===== src/rtl/pic_cmd_pkg.sv =====
package pic_cmd_pkg;
  typedef enum logic [1:0] {
    SEQ_IDLE = 2'd0,
    SEQ_VEC  = 2'd1,
    SEQ_CASC = 2'd2,
    SEQ_MODE = 2'd3
  } seq_state_t;

  localparam logic [2:0] EOI_NONSPEC = 3'b001;
  localparam logic [2:0] EOI_SPEC    = 3'b011;
endpackage


===== src/rtl/pic_cmd_decode.sv =====
module pic_cmd_decode #(
  parameter int DW = 8
) (
  input  logic          wr_en,
  input  logic          addr,
  input  logic [DW-1:0] wdata,
  output logic          setup_wr,
  output logic          eoi_word_wr,
  output logic          rdsel_wr,
  output logic          hi_wr
);
  always_comb begin
    setup_wr    = wr_en && !addr && wdata[4];
    eoi_word_wr = wr_en && !addr && (wdata[4:3] == 2'b00);
    rdsel_wr    = wr_en && !addr && (wdata[4:3] == 2'b01);
    hi_wr       = wr_en && addr;
  end
endmodule


===== src/rtl/pic_init_seq.sv =====
module pic_init_seq
  import pic_cmd_pkg::*;
#(
  parameter int DW        = 8,
  parameter int LW        = 3,
  parameter bit IS_MASTER = 1'b1
) (
  input  logic          clk,
  input  logic          rst_n,
  input  logic          setup_wr,
  input  logic          rdsel_wr,
  input  logic          hi_wr,
  input  logic [DW-1:0] wdata,
  output logic [DW-1:0] mask_q,
  output logic [DW-1:0] vec_q,
  output logic [DW-1:0] casc_q,
  output logic          edge_q,
  output logic          single_q,
  output logic          auto_q,
  output logic          sel_req_q
);
  seq_state_t    state_q;
  logic          mode_next_q;
  logic [DW-1:0] casc_in;

  generate
    if (IS_MASTER) begin : g_master
      assign casc_in = wdata;
    end else begin : g_slave
      assign casc_in = {{(DW-LW){1'b0}}, wdata[LW-1:0]};
    end
  endgenerate

  always_ff @(posedge clk) begin
    if (!rst_n) begin
      state_q     <= SEQ_IDLE;
      mask_q      <= '0;
      vec_q       <= '0;
      casc_q      <= '0;
      edge_q      <= 1'b0;
      single_q    <= 1'b0;
      auto_q      <= 1'b0;
      mode_next_q <= 1'b0;
      sel_req_q   <= 1'b1;
    end else begin
      if (setup_wr) begin
        mask_q      <= '0;
        edge_q      <= wdata[3];
        single_q    <= wdata[1];
        mode_next_q <= wdata[0];
        if (!wdata[0]) auto_q <= 1'b0;
        state_q     <= SEQ_VEC;
      end else if (hi_wr) begin
        case (state_q)
          SEQ_IDLE: mask_q <= wdata;
          SEQ_VEC: begin
            vec_q <= {wdata[DW-1:LW], {LW{1'b0}}};
            if (single_q) begin
              casc_q  <= '0;
              state_q <= SEQ_IDLE;
            end else begin
              state_q <= SEQ_CASC;
            end
          end
          SEQ_CASC: begin
            casc_q  <= casc_in;
            state_q <= mode_next_q ? SEQ_MODE : SEQ_IDLE;
          end
          default: begin
            auto_q  <= wdata[1];
            state_q <= SEQ_IDLE;
          end
        endcase
      end
      if (rdsel_wr && wdata[1]) sel_req_q <= wdata[0];
    end
  end
endmodule


===== src/rtl/pic_eoi_gen.sv =====
module pic_eoi_gen
  import pic_cmd_pkg::*;
#(
  parameter int DW = 8,
  parameter int LW = 3
) (
  input  logic          clk,
  input  logic          rst_n,
  input  logic          eoi_word_wr,
  input  logic [DW-1:0] wdata,
  output logic          eoi_valid,
  output logic          eoi_specific,
  output logic [LW-1:0] eoi_line
);
  logic [2:0] code;
  assign code = wdata[7:5];

  always_ff @(posedge clk) begin
    if (!rst_n) begin
      eoi_valid    <= 1'b0;
      eoi_specific <= 1'b0;
      eoi_line     <= '0;
    end else begin
      eoi_valid    <= 1'b0;
      eoi_specific <= 1'b0;
      eoi_line     <= '0;
      if (eoi_word_wr && code == EOI_NONSPEC) begin
        eoi_valid <= 1'b1;
      end else if (eoi_word_wr && code == EOI_SPEC) begin
        eoi_valid    <= 1'b1;
        eoi_specific <= 1'b1;
        eoi_line     <= wdata[LW-1:0];
      end
    end
  end
endmodule


===== src/rtl/pic_readback.sv =====
module pic_readback #(
  parameter int DW = 8
) (
  input  logic          clk,
  input  logic          rst_n,
  input  logic          rd_en,
  input  logic          addr,
  input  logic          sel_req,
  input  logic [DW-1:0] req_bits,
  input  logic [DW-1:0] isr_bits,
  input  logic [DW-1:0] mask,
  output logic [DW-1:0] rdata
);
  always_ff @(posedge clk) begin
    if (!rst_n) rdata <= '0;
    else if (rd_en) rdata <= addr ? mask : (sel_req ? req_bits : isr_bits);
  end
endmodule


===== src/rtl/pic_cmd_seq.sv =====
module pic_cmd_seq #(
  parameter int LW        = 3,
  parameter bit IS_MASTER = 1'b1
) (
  input  logic                 clk,
  input  logic                 rst_n,
  input  logic                 addr,
  input  logic                 wr_en,
  input  logic                 rd_en,
  input  logic [(1<<LW)-1:0]   wdata,
  output logic [(1<<LW)-1:0]   rdata,
  input  logic [(1<<LW)-1:0]   req_bits,
  input  logic [(1<<LW)-1:0]   isr_bits,
  output logic [(1<<LW)-1:0]   mask_o,
  output logic [(1<<LW)-1:0]   vec_base_o,
  output logic [(1<<LW)-1:0]   cascade_o,
  output logic                 edge_mode_o,
  output logic                 single_mode_o,
  output logic                 auto_eoi_o,
  output logic                 eoi_valid,
  output logic                 eoi_specific,
  output logic [LW-1:0]        eoi_line
);
  localparam int DW = 1 << LW;

  logic setup_wr, eoi_word_wr, rdsel_wr, hi_wr, sel_req;

  pic_cmd_decode #(.DW(DW)) u_dec (
    .wr_en(wr_en), .addr(addr), .wdata(wdata),
    .setup_wr(setup_wr), .eoi_word_wr(eoi_word_wr),
    .rdsel_wr(rdsel_wr), .hi_wr(hi_wr)
  );

  pic_init_seq #(.DW(DW), .LW(LW), .IS_MASTER(IS_MASTER)) u_seq (
    .clk(clk), .rst_n(rst_n), .setup_wr(setup_wr), .rdsel_wr(rdsel_wr),
    .hi_wr(hi_wr), .wdata(wdata), .mask_q(mask_o), .vec_q(vec_base_o),
    .casc_q(cascade_o), .edge_q(edge_mode_o), .single_q(single_mode_o),
    .auto_q(auto_eoi_o), .sel_req_q(sel_req)
  );

  pic_eoi_gen #(.DW(DW), .LW(LW)) u_eoi (
    .clk(clk), .rst_n(rst_n), .eoi_word_wr(eoi_word_wr), .wdata(wdata),
    .eoi_valid(eoi_valid), .eoi_specific(eoi_specific), .eoi_line(eoi_line)
  );

  pic_readback #(.DW(DW)) u_rd (
    .clk(clk), .rst_n(rst_n), .rd_en(rd_en), .addr(addr), .sel_req(sel_req),
    .req_bits(req_bits), .isr_bits(isr_bits), .mask(mask_o), .rdata(rdata)
  );
endmodule


===== config.mk =====
export PLATFORM = sky130hd
export DESIGN_NAME = pic_cmd_seq
export DESIGN_NICKNAME = d
export VERILOG_FILES = /design/src/rtl/pic_cmd_pkg.sv /design/src/rtl/pic_cmd_decode.sv /design/src/rtl/pic_init_seq.sv /design/src/rtl/pic_eoi_gen.sv /design/src/rtl/pic_readback.sv /design/src/rtl/pic_cmd_seq.sv
export SDC_FILE = /design/constraint.sdc
export NUM_CORES = 1
export LEC_CHECK = 0
export BUFFER_PORTS_ARGS = -buffer_cell sky130_fd_sc_hd__buf_2
export CAP_MARGIN = 40
export CORE_UTILIZATION = 44
export DETAILED_ROUTE_END_ITERATION = 16
export PLACE_DENSITY_LB_ADDON = 0.1
export SLEW_MARGIN = 20
export SYNTH_ARGS = -nofsm -noshare
export SYNTH_HDL_FRONTEND = slang
export SYNTH_HIERARCHICAL = 1
export SYNTH_SLANG_ARGS = --single-unit

===== constraint.sdc =====
create_clock -name clk -period 1.37 [get_ports clk]
set_input_delay 0.137 -clock clk [delete_from_list [all_inputs] [get_ports clk]]
set_output_delay 0.137 -clock clk [all_outputs]
set_load 0.05 [all_outputs]

After elaboration in Yosys (flattened, before gate mapping)

Cells that the tools add are included.
Widths: inputs -> output; s select.

Add/subtract/negate cells: 0
Multiply operators: 0
Div/mod/pow operators: 0
Order comparisons: 0
Equality and inequality tests: 9
Shift-type cells: 0
Multiplexer cells: 15
Bitwise gates (word level): 4
Reductions and logical operators: 23

Operators with widths:

| cell               | count |
|---|---|
| $mux 8             | 3 |
| $pmux 8 s2         | 1 |
| $logic_and 1x1->1  | 8 |
| $mux 1             | 8 |
| $pmux 2 s3         | 1 |
| $reduce_and 2->1   | 3 |
| $reduce_and 3->1   | 2 |
| $reduce_or 3->1    | 2 |
| $eq 2x1->1 const B | 2 |
| $logic_not 2->1    | 2 |
| $mux 2             | 2 |
| $ne 2x1->1 const B | 2 |
| $ne 2x2->1 const B | 2 |
| $not 1->1          | 4 |
| $reduce_and 4->1   | 1 |
| $reduce_bool 2->1  | 2 |
| $reduce_or 2->1    | 2 |
| $eq 3x1->1 const B | 1 |
| $eq 3x2->1 const B | 1 |
| $eq 2x2->1 const B | 1 |
| $logic_not 1->1    | 1 |

Register bits after elaboration: 41
Bits in latches: 0
Memory bits (writable): 0
Bits in read-only memories: 0
Bits of input ports: 29
Output and inout bits: 40
Logic and storage cells: 65
Memories: 0

Longest topological paths before layout

Word-level depth: 6
Depth in mapped cells: 6
Gate-level depth less buffers: 5

By module

Netlist, hierarchy kept.

By module, submodules not included:

| module         | times used | cells each | area each (um^2) | sequential area each (um^2) |
|---|---|---|---|---|
| pic_init_seq   | 1          | 132        | 1189.9           | 560.5 |
| pic_readback   | 1          | 46         | 499.2            | 160.2 |
| pic_eoi_gen    | 1          | 17         | 162.7            | 100.1 |
| pic_cmd_decode | 1          | 4          | 42.5             | 0.0 |

Worst setup path after synthesis

Ideal clock, no wire load.

Kind: reg2reg
Start point: register u_seq.single_q
End point: register u_seq.casc_q[0]
Library setup time: 0.072 ns
Arrival time: 1.433 ns
Data required time: 1.298 ns
Setup slack: -0.135 ns
Stages on the path, launching flop included: 5
Buffers on the path: 1
Clock period less this slack: 1.505 ns
Cells stage by stage: dfxtp_1 and2b_1 and4bb_1 buf_6 mux2i_1

Longest elaborated chain between the ends: 2

RTL lines:

| element                    | RTL line           | source |
|---|---|---|
| start: declaration         | pic_init_seq.sv:18 | `output logic single_q,` |
| start signal: assignment   | pic_init_seq.sv:49 | `single_q <= wdata[1];` |
| $ne 2x1->1 (no line)       | -                  |  |
| $reduce_and 4->1 (no line) | -                  |  |
| end signal: assignment     | pic_init_seq.sv:66 | `casc_q <= casc_in;` |
| end: declaration           | pic_init_seq.sv:16 | `output logic [DW-1:0] casc_q,` |

Every way passes these cells.
A chain may end at the register's enable or synchronous reset.

Worst setup path after layout

Start point: register u_seq.state_q[1]
End point: register u_seq.casc_q[4]

Longest elaborated chain between the ends: 3
Elaborated cells between the ends (all ways): 6
Classes of those cells: 3 x eq/ne; 1 x mux; 2 x reduce/logical

RTL lines:

| element                                                          | RTL line           | source |
|---|---|---|
| start: declaration                                               | pic_init_seq.sv:22 | `seq_state_t state_q;` |
| start signal: assignment                                         | pic_init_seq.sv:67 | `state_q <= mode_next_q ? SEQ_MODE : SEQ_IDLE;` |
| $eq 2x1->1 / $eq 2x2->1 (equally long branches)                  | pic_init_seq.sv:54 | `case (state_q)` |
| $ne 2x1->1 (no line) / $reduce_bool 2->1 (equally long branches) | -                  |  |
| $reduce_and 4->1 (no line)                                       | -                  |  |

Several ways; a longest one is shown, not always the timed one.

==> flow_summary.rst <==
.. list-table::
   :header-rows: 1

   * - Metric
     - Value
   * - Number of endpoints with negative hold slack in the final report
     - 0
   * - CTS max path bufs
     - 2
   * - Die Footprint
     - between 4000 and 5000 µm²
   * - Pin count of the biggest net entering global routing
     - 17
   * - Proportion of netlist area held by the largest area contributor
     - a little over two fifths
   * - Net load switching power
     - 678 µW
   * - Sequential share of power
     - about half
   * - Initial antenna violation count
     - 0
   * - Worst Setup Start Kind
     - register
   * - Worst Clk Skew
     - 0.00512 ns
   * - Global placer's final weighted congestion
     - slightly below 0.8
   * - CTS tree
     - built
   * - Overflow left after global routing
     - 0
   * - Layout overhead on the synthesized area
     - 27.5%
   * - Most instantiated cells after synthesis
     - sky130_fd_sc_hd__dfxtp_1, sky130_fd_sc_hd__nand2_1, sky130_fd_sc_hd__mux2i_1
   * - Max-Cap Viols
     - 0
   * - Met3 track demand over resource
     - 5.41%
   * - Launch instance of the worst min-delay path
     - wdata[2]
   * - LEAKAGE
     - around 0.0012 µW
   * - Setup slack after placement
     - -0.0684 ns
   * - Kind of end point of the critical path
     - register
   * - Global routing's busiest layer
     - met2
   * - Worst min-delay path class
     - in2reg
   * - Total clock sinks
     - 41
   * - Initial core utilization
     - between 40 and 50%
   * - Latest clock arrival within the worst-skew pair
     - ~0.30 ns
   * - Final hold slack
     - approximately 0.11 ns
   * - Multi-input gate area
     - 970 µm²
   * - Worst EP arrival
     - 1.62 ns
   * - Critical Setup Path Class
     - reg2reg
   * - Flop-to-flop setup slack
     - -0.03 ns
   * - Main area contributors after synthesis
     - sky130_fd_sc_hd__dfxtp_1, sky130_fd_sc_hd__mux2i_1, sky130_fd_sc_hd__nand2_1, sky130_fd_sc_hd__nand3_1, sky130_fd_sc_hd__nand3b_1
   * - Root Driver
     - sky130_fd_sc_hd__clkbuf_8
   * - Mean Syn Cell Area
     - ~9.5 µm²
   * - Reg2Reg Launch Point
     - u_seq/state_q[1]$_SDFFE_PP0P_
   * - Crit path max fanout
     - 8
   * - Worst Setup EP
     - u_seq/casc_q[4]$_SDFFE_PN0P_
   * - Count of pins over their slew limit
     - 0
   * - Area of the core region
     - 4060 µm²
   * - Worst endpoint required time
     - about 1.6 ns
   * - Wire length per cell after detailed routing
     - 13.5 µm
   * - Number of H-tree levels
     - 2
   * - Overall via count from detail_route
     - between 1500 and 2000
   * - Failing checks
     - setup timing
   * - Async SR Flop Fraction
     - 0%
   * - Final critical delay including setup and external delays
     - 1.40 ns
   * - FP Rows
     - 23
   * - Cells after synthesis
     - 199
   * - Number of remaining DRC errors
     - 0
   * - Number of fill cells in the layout
     - 395
   * - Most instantiated library cell after synthesis
     - sky130_fd_sc_hd__dfxtp_1
   * - Final setup vio count
     - 5
   * - Worst R2R Path Depth
     - 6
   * - Reg area
     - 825 µm²
   * - Outcome
     - finished with violations
   * - Number of routed nets with antenna violations
     - 0
   * - Number of I/O pins
     - 69
   * - Fraction of final layout cells with drive strength greater than 1
     - 37.2%
   * - Fraction of the core area covered by cells at the end of the flow
     - between 50% and 60%
   * - Post-synthesis cell area
     - 1890 µm²
   * - Total routing usage reported by global routing
     - 19.6%
   * - Max Fclk
     - 0.714 GHz
   * - Library cell occupying the most area in the post-synthesis netlist
     - sky130_fd_sc_hd__dfxtp_1
   * - First-pass GRT wire length
     - between 6000 and 7000 µm
   * - Die Height
     - 67.6 µm
   * - Combinational Power Share
     - between 10% and 20%
   * - Setup slack of the critical path after layout
     - -0.0298 ns
   * - Die X
     - 67.6 µm
   * - Via count normalized by instance count
     - 5.08
   * - Yosys warning total
     - 6
   * - Worst VDD drop
     - ~630 µV
   * - Unique masters post-synth
     - 35
   * - Critical Path Start
     - u_seq/state_q[1]$_SDFFE_PP0P_
   * - Switching part of the total power
     - a little over a quarter
   * - Clk network pwr share
     - 34.9%
   * - #FFs+latches synth
     - 41
   * - Met2 routing resource usage after global routing
     - 33.4%
   * - Total half-perimeter wirelength after legalization and detailed placement
     - 3220 µm
   * - Power density of the placed cells
     - 1030 nW/µm²
   * - Drt pass-1 iters
     - 4
   * - Layout Nets
     - 306
   * - Number of global-route vias before repair
     - 1411
   * - DRC marker count from the first detailed-route iteration
     - 40
   * - Antenna diode instance count
     - 0
   * - Final critical-path share of the clock period
     - 102%
   * - Internal power consumption
     - about 1800 µW
   * - Wirelength, routed
     - 4360 µm
   * - Met1 routing resource usage after global routing
     - between 20% and 30%
   * - CTS clock-pin slew for the worst setup and hold paths
     - 0.08 ns
   * - Number of enable flip-flop cells after synthesis
     - 0
   * - RSZ-0062 raised after global routing
     - true
   * - Sequential area share after synthesis
     - 43.3%
   * - TritonCTS Buffers
     - 5
   * - Most frequently used flop master after synthesis
     - sky130_fd_sc_hd__dfxtp_1
   * - I/O Buffers
     - 65
   * - Endpoint of the worst register-to-register path
     - u_seq/casc_q[4]$_SDFFE_PN0P_
critical path: stages (launching register included):
cell and delay (ns):
sky130_fd_sc_hd__dfxtp_2 0.34, sky130_fd_sc_hd__inv_2 0.05, sky130_fd_sc_hd__ha_4 0.15, sky130_fd_sc_hd__and2b_1 0.16, sky130_fd_sc_hd__and4bb_1 0.30, sky130_fd_sc_hd__buf_12 0.14
sky130_fd_sc_hd__mux2i_1 0.19
power by group through the flow:
stage | combinational, µW | sequential (µW) | clock [µW]
after floorplan | 162 | 1360 | 0
after global routing | 401 | 1240 | 943
after global placement | 366 | 1270 | 0
after CTS | 372 | 1240 | 897
after detailed placement | 368 | 1270 | 0
final | 373 | 1240 | 865
through the flow:
step	std cells	power, µW	area [µm²]	setup TNS, ns
after floorplan	201	1520	1900	0
after global placement	314	1630	2290	-0.0304
after detailed placement	314	1630	2290	-0.424
after CTS	323	2510	2410	-0.0606
after global routing	324	2590	2420	-0.487
final	324	2480	2420	-0.0563
state kept, by name, summed over array words and instances (netlist names):
name	cells
u_eoi/eoi_line	3
u_seq/single_q	1
u_eoi/eoi_valid	1
u_seq/sel_req_q	1
u_seq/auto_q	1
u_seq/state_q	2
u_seq/casc_q	8
u_seq/mode_next_q	1
u_seq/vec_q	5
u_seq/edge_q	1
u_eoi/eoi_specific	1
u_rd/rdata	8
u_seq/mask_q	8
cells in the final DEF (no fill, tap or decap), drive strengths merged:
cell type,n
nor2,10
nand3b,10
nand2b,2
nand4,2
ha,4
clkinv,2
and2,2
nor4b,1
and3b,1
a21oi,10
nand2,34
nor2b,1
and2b,1
o221ai,7
a31oi,1
buf,79
clkbuf,7
conb,3
inv,3
o211ai,2
nand3,21
and4bb,2
dfxtp,41
nor3,3
mux2i,25
routing by layer:
layer | vias to the layer above | routed length, µm
met4 | 0 | 59
li1 | 838 | -
met5 | - | 0
met2 | 43 | 2110
met1 | 759 | 1950
met3 | 5 | 242
logic make-up after synthesis:
| logic type | share of synthesized area [%] |
|---|---|
| multiplexers | 13.2 |
| adder cells (fa/ha/maj) | 2.64 |
| buffers and inverters | 6.54 |
| AO/OA/AOI/OAI | 7.99 |
| flip-flops | 43.3 |
| AND/OR/NAND/NOR | 26.1 |
| other | 0.198 |
worst min path at each step:
stage,end,depth (start not counted),slack [ns]
final,u_eoi/eoi_line[2]$_SDFF_PP0_,3,0.11
after global routing,u_eoi/eoi_valid$_SDFF_PN0_,3,0.12
after CTS,u_eoi/eoi_line[2]$_SDFF_PP0_,3,0.09
after detailed placement,u_eoi/eoi_line[2]$_SDFF_PP0_,3,0.42
after global placement,u_eoi/eoi_line[2]$_SDFF_PP0_,3,0.42
after floorplan,u_eoi/eoi_valid$_SDFF_PN0_,2,0.25
timing repair:
item,4_1_cts,5_1_grt
endpoints found under the setup margin,8,8
buffers inserted,1,1
resized for setup,4,0
pin swaps,1,0
cloned,0,0
hold buffers,0,0
area by class of cell:
type / instances / share of cell area, %
multi-input combinational: 142 / 40.1
sequential: 41 / 34.1
timing repair buffer: 79 / 18.3
clock buffer: 7 / 3.99
tap: 50 / 2.59
inverter: 4 / 0.621
clock inverter: 1 / 0.207
(Power assumes the default switching activity.)
